<file path="config.mk">
export PLATFORM = sky130hd
export DESIGN_NAME = con_xfer_engine
export DESIGN_NICKNAME = d
export VERILOG_FILES = /design/src/rtl/xfer_pkg.sv /design/src/rtl/xfer_dpath.sv /design/src/rtl/xfer_ctrl.sv /design/src/rtl/con_xfer_engine.sv
export SDC_FILE = /design/constraint.sdc
export NUM_CORES = 1
export LEC_CHECK = 0
export CAP_MARGIN = 25
export CORE_MARGIN = 2
export CORE_UTILIZATION = 45
export CTS_BUF_LIST = sky130_fd_sc_hd__clkbuf_8
export DETAILED_ROUTE_END_ITERATION = 8
export PLACE_DENSITY = 0.61
export SYNTH_ARGS = -nofsm -noshare
export SYNTH_HDL_FRONTEND = slang
export SYNTH_HIERARCHICAL = 1
export SYNTH_SLANG_ARGS = --single-unit
</file>
<file path="constraint.sdc">
create_clock -name clk -period 7.1 [get_ports clk]
set_input_delay 1.775 -clock clk [delete_from_list [all_inputs] [get_ports clk]]
set_output_delay 1.775 -clock clk [all_outputs]
set_load 0.1 [all_outputs]
</file>
<file path="src/rtl/xfer_pkg.sv">
package xfer_pkg;

  typedef enum logic [2:0] {
    ST_IDLE,
    ST_FILL_REQ,
    ST_FILL_WAIT,
    ST_DRAIN,
    ST_PUSH,
    ST_FINISH
  } xferState_e;

  // strobes from control to datapath
  typedef struct packed {
    logic load;      // capture pointer and count, clear chunk
    logic ptrInc;    // advance address by one byte
    logic remDec;    // one byte consumed from the count
    logic fillWr;    // store returned read byte in chunk store
    logic drainAdv;  // one chunk byte sent
    logic chunkClr;  // chunk fully sent, restart fill
    logic saveLeft;  // latch unused count
  } dpStrobe_t;

  localparam logic OP_OUT = 1'b0;
  localparam logic OP_IN  = 1'b1;

endpackage

</file>
<file path="src/rtl/xfer_dpath.sv">
module xfer_dpath
  import xfer_pkg::*;
#(
  parameter int PTR_W = 64,
  parameter int LEN_W = 32,
  parameter int CHUNK = 128
) (
  input  logic             clk,
  input  logic             rstN,
  input  dpStrobe_t        stb,
  input  logic [PTR_W-1:0] cmdPtr,
  input  logic [LEN_W-1:0] cmdLen,
  input  logic [7:0]       rdData,
  output logic [PTR_W-1:0] curPtr,
  output logic             remZero,
  output logic             remOne,
  output logic             fillLast,
  output logic             drainLast,
  output logic [7:0]       bufByte,
  output logic [LEN_W-1:0] leftover
);

  localparam int IDX_W = (CHUNK > 1) ? $clog2(CHUNK) : 1;
  localparam int CNT_W = $clog2(CHUNK + 1);

  logic [LEN_W-1:0] remLen;
  logic [CNT_W-1:0] fillCnt;
  logic [CNT_W-1:0] drainIdx;
  logic [7:0]       chunkMem [CHUNK];

  always_ff @(posedge clk) begin
    if (!rstN) begin
      curPtr <= '0;
      remLen <= '0;
    end else if (stb.load) begin
      curPtr <= cmdPtr;
      remLen <= cmdLen;
    end else begin
      if (stb.ptrInc) curPtr <= curPtr + PTR_W'(1);
      if (stb.remDec) remLen <= remLen - LEN_W'(1);
    end
  end

  always_ff @(posedge clk) begin
    if (!rstN) begin
      fillCnt  <= '0;
      drainIdx <= '0;
    end else if (stb.load || stb.chunkClr) begin
      fillCnt  <= '0;
      drainIdx <= '0;
    end else begin
      if (stb.fillWr)   fillCnt  <= fillCnt + CNT_W'(1);
      if (stb.drainAdv) drainIdx <= drainIdx + CNT_W'(1);
    end
  end

  // chunk store, one write port at the fill index
  generate
    for (genvar gi = 0; gi < CHUNK; gi++) begin : g_slot
      always_ff @(posedge clk) begin
        if (stb.fillWr && (fillCnt[IDX_W-1:0] == IDX_W'(gi)))
          chunkMem[gi] <= rdData;
      end
    end
  endgenerate

  always_ff @(posedge clk) begin
    if (!rstN)             leftover <= '0;
    else if (stb.saveLeft) leftover <= remLen;
  end

  assign remZero   = (remLen == '0);
  assign remOne    = (remLen == LEN_W'(1));
  assign fillLast  = (fillCnt == CNT_W'(CHUNK - 1));
  assign drainLast = ((drainIdx + CNT_W'(1)) == fillCnt);
  assign bufByte   = chunkMem[drainIdx[IDX_W-1:0]];

  // the chunk store never takes more than CHUNK bytes
  p_fill_bound_r3: assert property (@(posedge clk) disable iff (!rstN)
    stb.fillWr |-> (fillCnt < CNT_W'(CHUNK)));

  // the count is never consumed past zero
  p_rem_no_underflow_r6: assert property (@(posedge clk) disable iff (!rstN)
    stb.remDec |-> (remLen != '0));

  // a byte is sent only from the filled part of the chunk
  p_drain_in_fill_r3: assert property (@(posedge clk) disable iff (!rstN)
    stb.drainAdv |-> (drainIdx < fillCnt));

endmodule

</file>
<file path="src/rtl/xfer_ctrl.sv">
module xfer_ctrl
  import xfer_pkg::*;
(
  input  logic      clk,
  input  logic      rstN,
  input  logic      cmdValid,
  input  logic      cmdOp,
  input  logic      cmdLenZero,
  input  logic      intEnabled,
  input  logic      remZero,
  input  logic      remOne,
  input  logic      fillLast,
  input  logic      drainLast,
  input  logic      memRdValid,
  input  logic      txReady,
  input  logic      rxEmpty,
  input  logic      memWrAccept,
  output dpStrobe_t stb,
  output logic      memRdReq,
  output logic      txValid,
  output logic      memWrReq,
  output logic      rxPop,
  output logic      busy,
  output logic      done,
  output logic      irqClear
);

  xferState_e state, stateNext;
  logic       isRead;

  always_ff @(posedge clk) begin
    if (!rstN) begin
      state  <= ST_IDLE;
      isRead <= 1'b0;
    end else begin
      state <= stateNext;
      if (stb.load) isRead <= (cmdOp == OP_IN);
    end
  end

  always_comb begin
    stateNext = state;
    stb       = '0;
    memRdReq  = 1'b0;
    txValid   = 1'b0;
    memWrReq  = 1'b0;
    rxPop     = 1'b0;
    done      = 1'b0;
    irqClear  = 1'b0;
    unique case (state)
      ST_IDLE: begin
        if (cmdValid) begin
          stb.load = 1'b1;
          if (cmdLenZero)          stateNext = ST_FINISH;
          else if (cmdOp == OP_IN) stateNext = ST_PUSH;
          else                     stateNext = ST_FILL_REQ;
        end
      end
      ST_FILL_REQ: begin
        memRdReq  = 1'b1;
        stateNext = ST_FILL_WAIT;
      end
      ST_FILL_WAIT: begin
        if (memRdValid) begin
          stb.fillWr = 1'b1;
          stb.ptrInc = 1'b1;
          stb.remDec = 1'b1;
          stateNext  = (remOne || fillLast) ? ST_DRAIN : ST_FILL_REQ;
        end
      end
      ST_DRAIN: begin
        txValid = 1'b1;
        if (txReady) begin
          stb.drainAdv = 1'b1;
          if (drainLast) begin
            if (remZero) begin
              stateNext = ST_FINISH;
            end else begin
              stb.chunkClr = 1'b1;
              stateNext    = ST_FILL_REQ;
            end
          end
        end
      end
      ST_PUSH: begin
        if (remZero || rxEmpty) begin
          stateNext = ST_FINISH;
        end else begin
          memWrReq = 1'b1;
          if (memWrAccept) begin
            rxPop      = 1'b1;
            stb.ptrInc = 1'b1;
            stb.remDec = 1'b1;
          end
        end
      end
      ST_FINISH: begin
        done         = 1'b1;
        stb.saveLeft = isRead;
        irqClear     = isRead && intEnabled && rxEmpty;
        stateNext    = ST_IDLE;
      end
      default: stateNext = ST_IDLE;
    endcase
  end

  assign busy = (state != ST_IDLE);

  // busy holds until the done pulse
  p_busy_until_done_r1: assert property (@(posedge clk) disable iff (!rstN)
    (busy && !done) |=> busy);

  // idle right after done
  p_idle_after_done_r1: assert property (@(posedge clk) disable iff (!rstN)
    done |=> !busy && !done);

  // a read request is a single-cycle pulse
  p_one_outstanding_r4: assert property (@(posedge clk) disable iff (!rstN)
    memRdReq |=> !memRdReq);

  // no fetch while a chunk byte waits
  p_no_read_while_tx_r3: assert property (@(posedge clk) disable iff (!rstN)
    txValid |-> !memRdReq);

  // interrupt clear only with done
  p_irq_with_done_r8: assert property (@(posedge clk) disable iff (!rstN)
    irqClear |-> done);

  // pops only with an accepted write
  p_pop_with_write_r5: assert property (@(posedge clk) disable iff (!rstN)
    rxPop |-> (memWrReq && memWrAccept && !rxEmpty));

endmodule

</file>
<file path="src/rtl/con_xfer_engine.sv">
module con_xfer_engine
  import xfer_pkg::*;
#(
  parameter int PTR_W = 64,
  parameter int LEN_W = 32,
  parameter int CHUNK = 128
) (
  input  logic             clk,
  input  logic             rstN,
  input  logic             cmdValid,
  input  logic             cmdOp,
  input  logic [PTR_W-1:0] cmdPtr,
  input  logic [LEN_W-1:0] cmdLen,
  input  logic             intEnabled,
  output logic             memRdReq,
  output logic [PTR_W-1:0] memRdAddr,
  input  logic             memRdValid,
  input  logic [7:0]       memRdData,
  output logic             txValid,
  output logic [7:0]       txData,
  input  logic             txReady,
  input  logic             rxEmpty,
  input  logic [7:0]       rxData,
  output logic             rxPop,
  output logic             memWrReq,
  output logic [PTR_W-1:0] memWrAddr,
  output logic [7:0]       memWrData,
  input  logic             memWrAccept,
  output logic             busy,
  output logic             done,
  output logic             irqClear,
  output logic [LEN_W-1:0] leftover
);

  dpStrobe_t        stb;
  logic             remZero, remOne, fillLast, drainLast;
  logic [PTR_W-1:0] curPtr;
  logic             cmdLenZero;

  assign cmdLenZero = (cmdLen == '0);

  xfer_ctrl u_ctrl (
    .clk        (clk),
    .rstN       (rstN),
    .cmdValid   (cmdValid),
    .cmdOp      (cmdOp),
    .cmdLenZero (cmdLenZero),
    .intEnabled (intEnabled),
    .remZero    (remZero),
    .remOne     (remOne),
    .fillLast   (fillLast),
    .drainLast  (drainLast),
    .memRdValid (memRdValid),
    .txReady    (txReady),
    .rxEmpty    (rxEmpty),
    .memWrAccept(memWrAccept),
    .stb        (stb),
    .memRdReq   (memRdReq),
    .txValid    (txValid),
    .memWrReq   (memWrReq),
    .rxPop      (rxPop),
    .busy       (busy),
    .done       (done),
    .irqClear   (irqClear)
  );

  xfer_dpath #(
    .PTR_W(PTR_W),
    .LEN_W(LEN_W),
    .CHUNK(CHUNK)
  ) u_dpath (
    .clk      (clk),
    .rstN     (rstN),
    .stb      (stb),
    .cmdPtr   (cmdPtr),
    .cmdLen   (cmdLen),
    .rdData   (memRdData),
    .curPtr   (curPtr),
    .remZero  (remZero),
    .remOne   (remOne),
    .fillLast (fillLast),
    .drainLast(drainLast),
    .bufByte  (txData),
    .leftover (leftover)
  );

  assign memRdAddr = curPtr;
  assign memWrAddr = curPtr;
  assign memWrData = rxData;

  // a zero count finishes on the next cycle
  p_zero_len_r7: assert property (@(posedge clk) disable iff (!rstN)
    (cmdValid && !busy && cmdLenZero) |=> done);

  // write request holds its address and data until accepted
  p_wr_hold_r5: assert property (@(posedge clk) disable iff (!rstN)
    (memWrReq && !memWrAccept) |=> memWrReq && $stable(memWrAddr) && $stable(memWrData));

  // transmit byte holds while the sink stalls
  p_tx_hold_r2: assert property (@(posedge clk) disable iff (!rstN)
    (txValid && !txReady) |=> txValid && $stable(txData));

endmodule

</file>
==> run_results.csv <==
group,metric,value,unit
clock_tree,cts_resized,0,
layout,antennaDiodeCount,0,
critical_path,required,5.33,ns
layout,ff_latch_area,0.0339,mm^2
sta,final_hold_viol_count,0,
hold_path,hold_path_end,"u_dpath/leftover[20]",
critical_path,r2r-start,"u_dpath/remLen[2]",
layout,drive_gt1_share,21.9,%
synthesis,netlist_instances,2684,
hold_path,worstHoldStart,"u_dpath/leftover[20]",
power_and_ir_drop,power.total,16.3,mW
synthesis,yosysWarnings,6,
clock_tree,clkLatencyLatePin,0.86,ns
route,drt_iter0_drc,2291,
critical_path,critPathArrivalTime,5.01,ns
route,drc,0,
clock_tree,htreeDepth,4,
die,coreArea,0.107,mm^2
global_routing,overflow,0,
synthesis,syn_nets,2813,
clock_tree,cts_tree,"yes",
critical_path,critPathLaunchType,"register",
die,die_width,332,um
clock_tree,cts_setup_buffers,0,
critical_path,worstSetupEndpointType,"primary output",
flow_run,maxCapViolCount,0,
power_and_ir_drop,p_leak,17.2,nW
synthesis,synth_area,0.0483,mm^2
critical_path,cp_num_buf_inv,1,
layout,layout_common_cells,"1024 x edfxtp_1, 336 x mux4_2, 269 x clkdlybuf4s50_1, 201 x clkbuf_8, 174 x nor2_1",
synthesis,synth_enable_flop_cells,1024,
critical_path,crit_family,"simple AND/OR/NAND/NOR gates",
die,start_util,45.2,%
synthesis,yosysTopAreaCellShare,63.7,%
route,via_per_inst,5.83,
global_routing,grt_util_all_layers,21.6,%
critical_path,slowest_stage,"clkdlybuf4s50_1",
route,drtPass1Iterations,5,
critical_path,crit_top_cell,"or3_1",
synthesis,ys_top_cells_by_area,"edfxtp_1 64%, mux4_2 16%, dfxtp_1 6.4%",
clock_tree,clock-sinks,1179,
layout,multiInputGateArea,0.0132,mm^2
critical_path,reg2reg_slack,1.76,ns
place,portBuffers,287,
clock_tree,hold_buffers,0,
sta,tns,0,ns
sta,timing.fmax,147,MHz
sta,slew_viol_final,0,
clock_tree,path_clk_slew,0.06,ns
synthesis,async_flop_share,0,%
die,fp-row-count,120,
critical_path,cp_cell_sequence,"or3_1, or3_1, or4_1, nor4b_1, nor2_1, and3_1, clkdlybuf4s50_1",
synthesis,synth_top_area_cell,"edfxtp_1",
critical_path,worstPathMaxFanout,12,
sta,finalCritPeriodShare,95.6,%
global_routing,antenna_found_initial,2,
layout,syn_to_final_growth,15.7,%
critical_path,r2r-end,"u_dpath/curPtr[49]",
place,hpwl,74.1,mm
global_routing,grt_max_degree,105,
power_and_ir_drop,powerDensity,292,mW/mm^2
hold_path,hold_path.class,"reg2reg",
synthesis,yosys_register_bits,1179,
die,dieHeight,332,um
sta,rsz0062_at_grt,"no",
die,dieArea,0.110,mm^2
critical_path,worst_path_largest_cell_delay,0.99,ns
sta,setup_viol,0,
sta,fin_crit,6.78,ns
route,drt_wl_total,119,mm
power_and_ir_drop,ir_worst_vdd,327,uV
synthesis,synth_area_per_cell,18.0,um^2
die,ioPinCount,304,
layout,layout_commonest_cell,"edfxtp_1",
route,antenna_left,0,
critical_path,reg2reg_depth,13,
synthesis,ys.flop_type,"edfxtp_1",
sta,tightest_slew,1.13,ns
clock_tree,numCtsBuffers,190,
layout,num-fill-cells,8497,
sta,fin_worst_skew,0.0494,ns
synthesis,yosysSeqAreaShare,70.1,%
run_status,outcome,"finished clean",
hold_path,min_path_cells,2,
synthesis,synth.distinct_cells,61,
clock_tree,ctsRootBufferMaster,"clkbuf_8",
place,place.gp.congestion,0.883,
clock_tree,clockBufferDepth,3,
critical_path,crit_type,"reg2out",
global_routing,grt_pass1_vias,27200,
route,detail_route.wl_per_cell,26.2,um
layout,nets,3106,
layout,final_util,52.3,%
route,routed-via-count,26400,
global_routing,grt_pass1_wl,177,mm
sta,max_slew_margin,24.8,%
[Yosys cell counts (3+ instances only)]
library cell and instances:
a32oi_1 8, clkbuf_1 121, xor2_1 29, xnor2_1 57
ha_1 8, buf_2 28, edfxtp_1 1024, a211oi_1 6
o211a_1 19, and3_1 28, nor2b_1 36, or3_1 17
nor2_1 174, nor3b_1 5, nor4_1 37, a21oi_1 48
nand4_1 33, nand2_1 91, or4_1 15, or2_2 7
and2_1 16, nand3b_1 3, a31oi_1 13, a311oi_1 4
nand2b_1 11, o21ai_0 72, buf_4 73, nand3_1 42
mux4_2 336, nor3_1 30, dfxtp_1 155, and4_1 12
mux2i_1 37, mux2_2 8, buf_1 10, o31ai_1 14
nor4b_1 12, inv_1 15
[worst register-to-register path: stages, from the launching register on]
cell and delay, ns:
dfxtp_1 0.36, or3_1 0.47, or3_1 0.57, or4_1 0.72, nor4b_1 0.62, nor2_1 0.16, and3_1 0.28, and2_1 0.23
or2_1 0.40, and4_1 0.37, nand2_1 0.33, nor3_1 0.26, and4_1 0.27, a211oi_1 0.21
[sequential cells by signal, indices dropped and copies added, names as in the netlist, named ones only]
register,flops
u_ctrl/isRead,1
u_dpath/drainIdx,8
u_dpath/curPtr,64
u_dpath/chunkMem,1024
u_ctrl/state,3
u_dpath/fillCnt,8
u_dpath/remLen,32
u_dpath/leftover,32
[worst max-delay path by stage]
stage	start	endpoint	slack, ns	depth (start not counted)
floorplan	rxEmpty	u_dpath/curPtr[47]	1.22	11
global placement	u_dpath/remLen[2]	memWrReq	1.20	7
detailed placement	u_dpath/remLen[2]	memWrReq	1.23	7
CTS	u_dpath/remLen[2]	memWrReq	0.26	7
global route	u_dpath/remLen[9]	memWrReq	0.09	7
finish	u_dpath/remLen[2]	memWrReq	0.32	7
[metrics by stage]
step | area [um^2] | worst slack, ns | hold WS (ns) | instances
after global routing | 55800 | 0.0944 | 0.541 | 4528
after detailed placement | 52100 | 1.23 | 0.495 | 4178
after floorplan | 48300 | 1.22 | 0.452 | 2684
after global placement | 52100 | 1.20 | 0.497 | 4177
after CTS | 55700 | 0.258 | 0.526 | 4518
final | 55800 | 0.315 | 0.517 | 4528
[per-layer routing]
| layer | up-vias | GRT usage, % | wire (um) |
|---|---|---|---|
| li1 | 11400 | - | - |
| met4 | 2 | 6.71 | 2720 |
| met5 | - | 0 | 13 |
| met1 | 13700 | 28.8 | 49000 |
| met3 | 172 | 5.17 | 8700 |
| met2 | 1107 | 35.2 | 58300 |
[where the power goes]
| group | switching (mW) | internal, mW | total [mW] |
|---|---|---|---|
| combinational | 2.11 | 0.676 | 2.79 |
| clock | 2.69 | 2.89 | 5.57 |
| sequential | 0.276 | 7.68 | 7.95 |
| total | 5.07 | 11.2 | 16.3 |
[logic make-up after synthesis]
kind of cell / after synthesis / share of synthesized area (%)
compound gates: 199 / 2.61
xor+xnor: 86 / 1.56
fa+ha+maj: 8 / 0.207
buf+inv: 249 / 2.59
flops: 1179 / 70.1
mux: 382 / 16.7
simple gates: 581 / 6.24
[cell type report]
type / count / area share [%]
well taps: 1403 / 3.14
clock buffers: 201 / 4.95
multi-input cells: 1256 / 23.6
repair buffers: 334 / 6.06
inverters: 16 / 0.112
clock inverters: 139 / 1.51
flip-flops and latches: 1179 / 60.6
(Power assumes the default switching activity.)
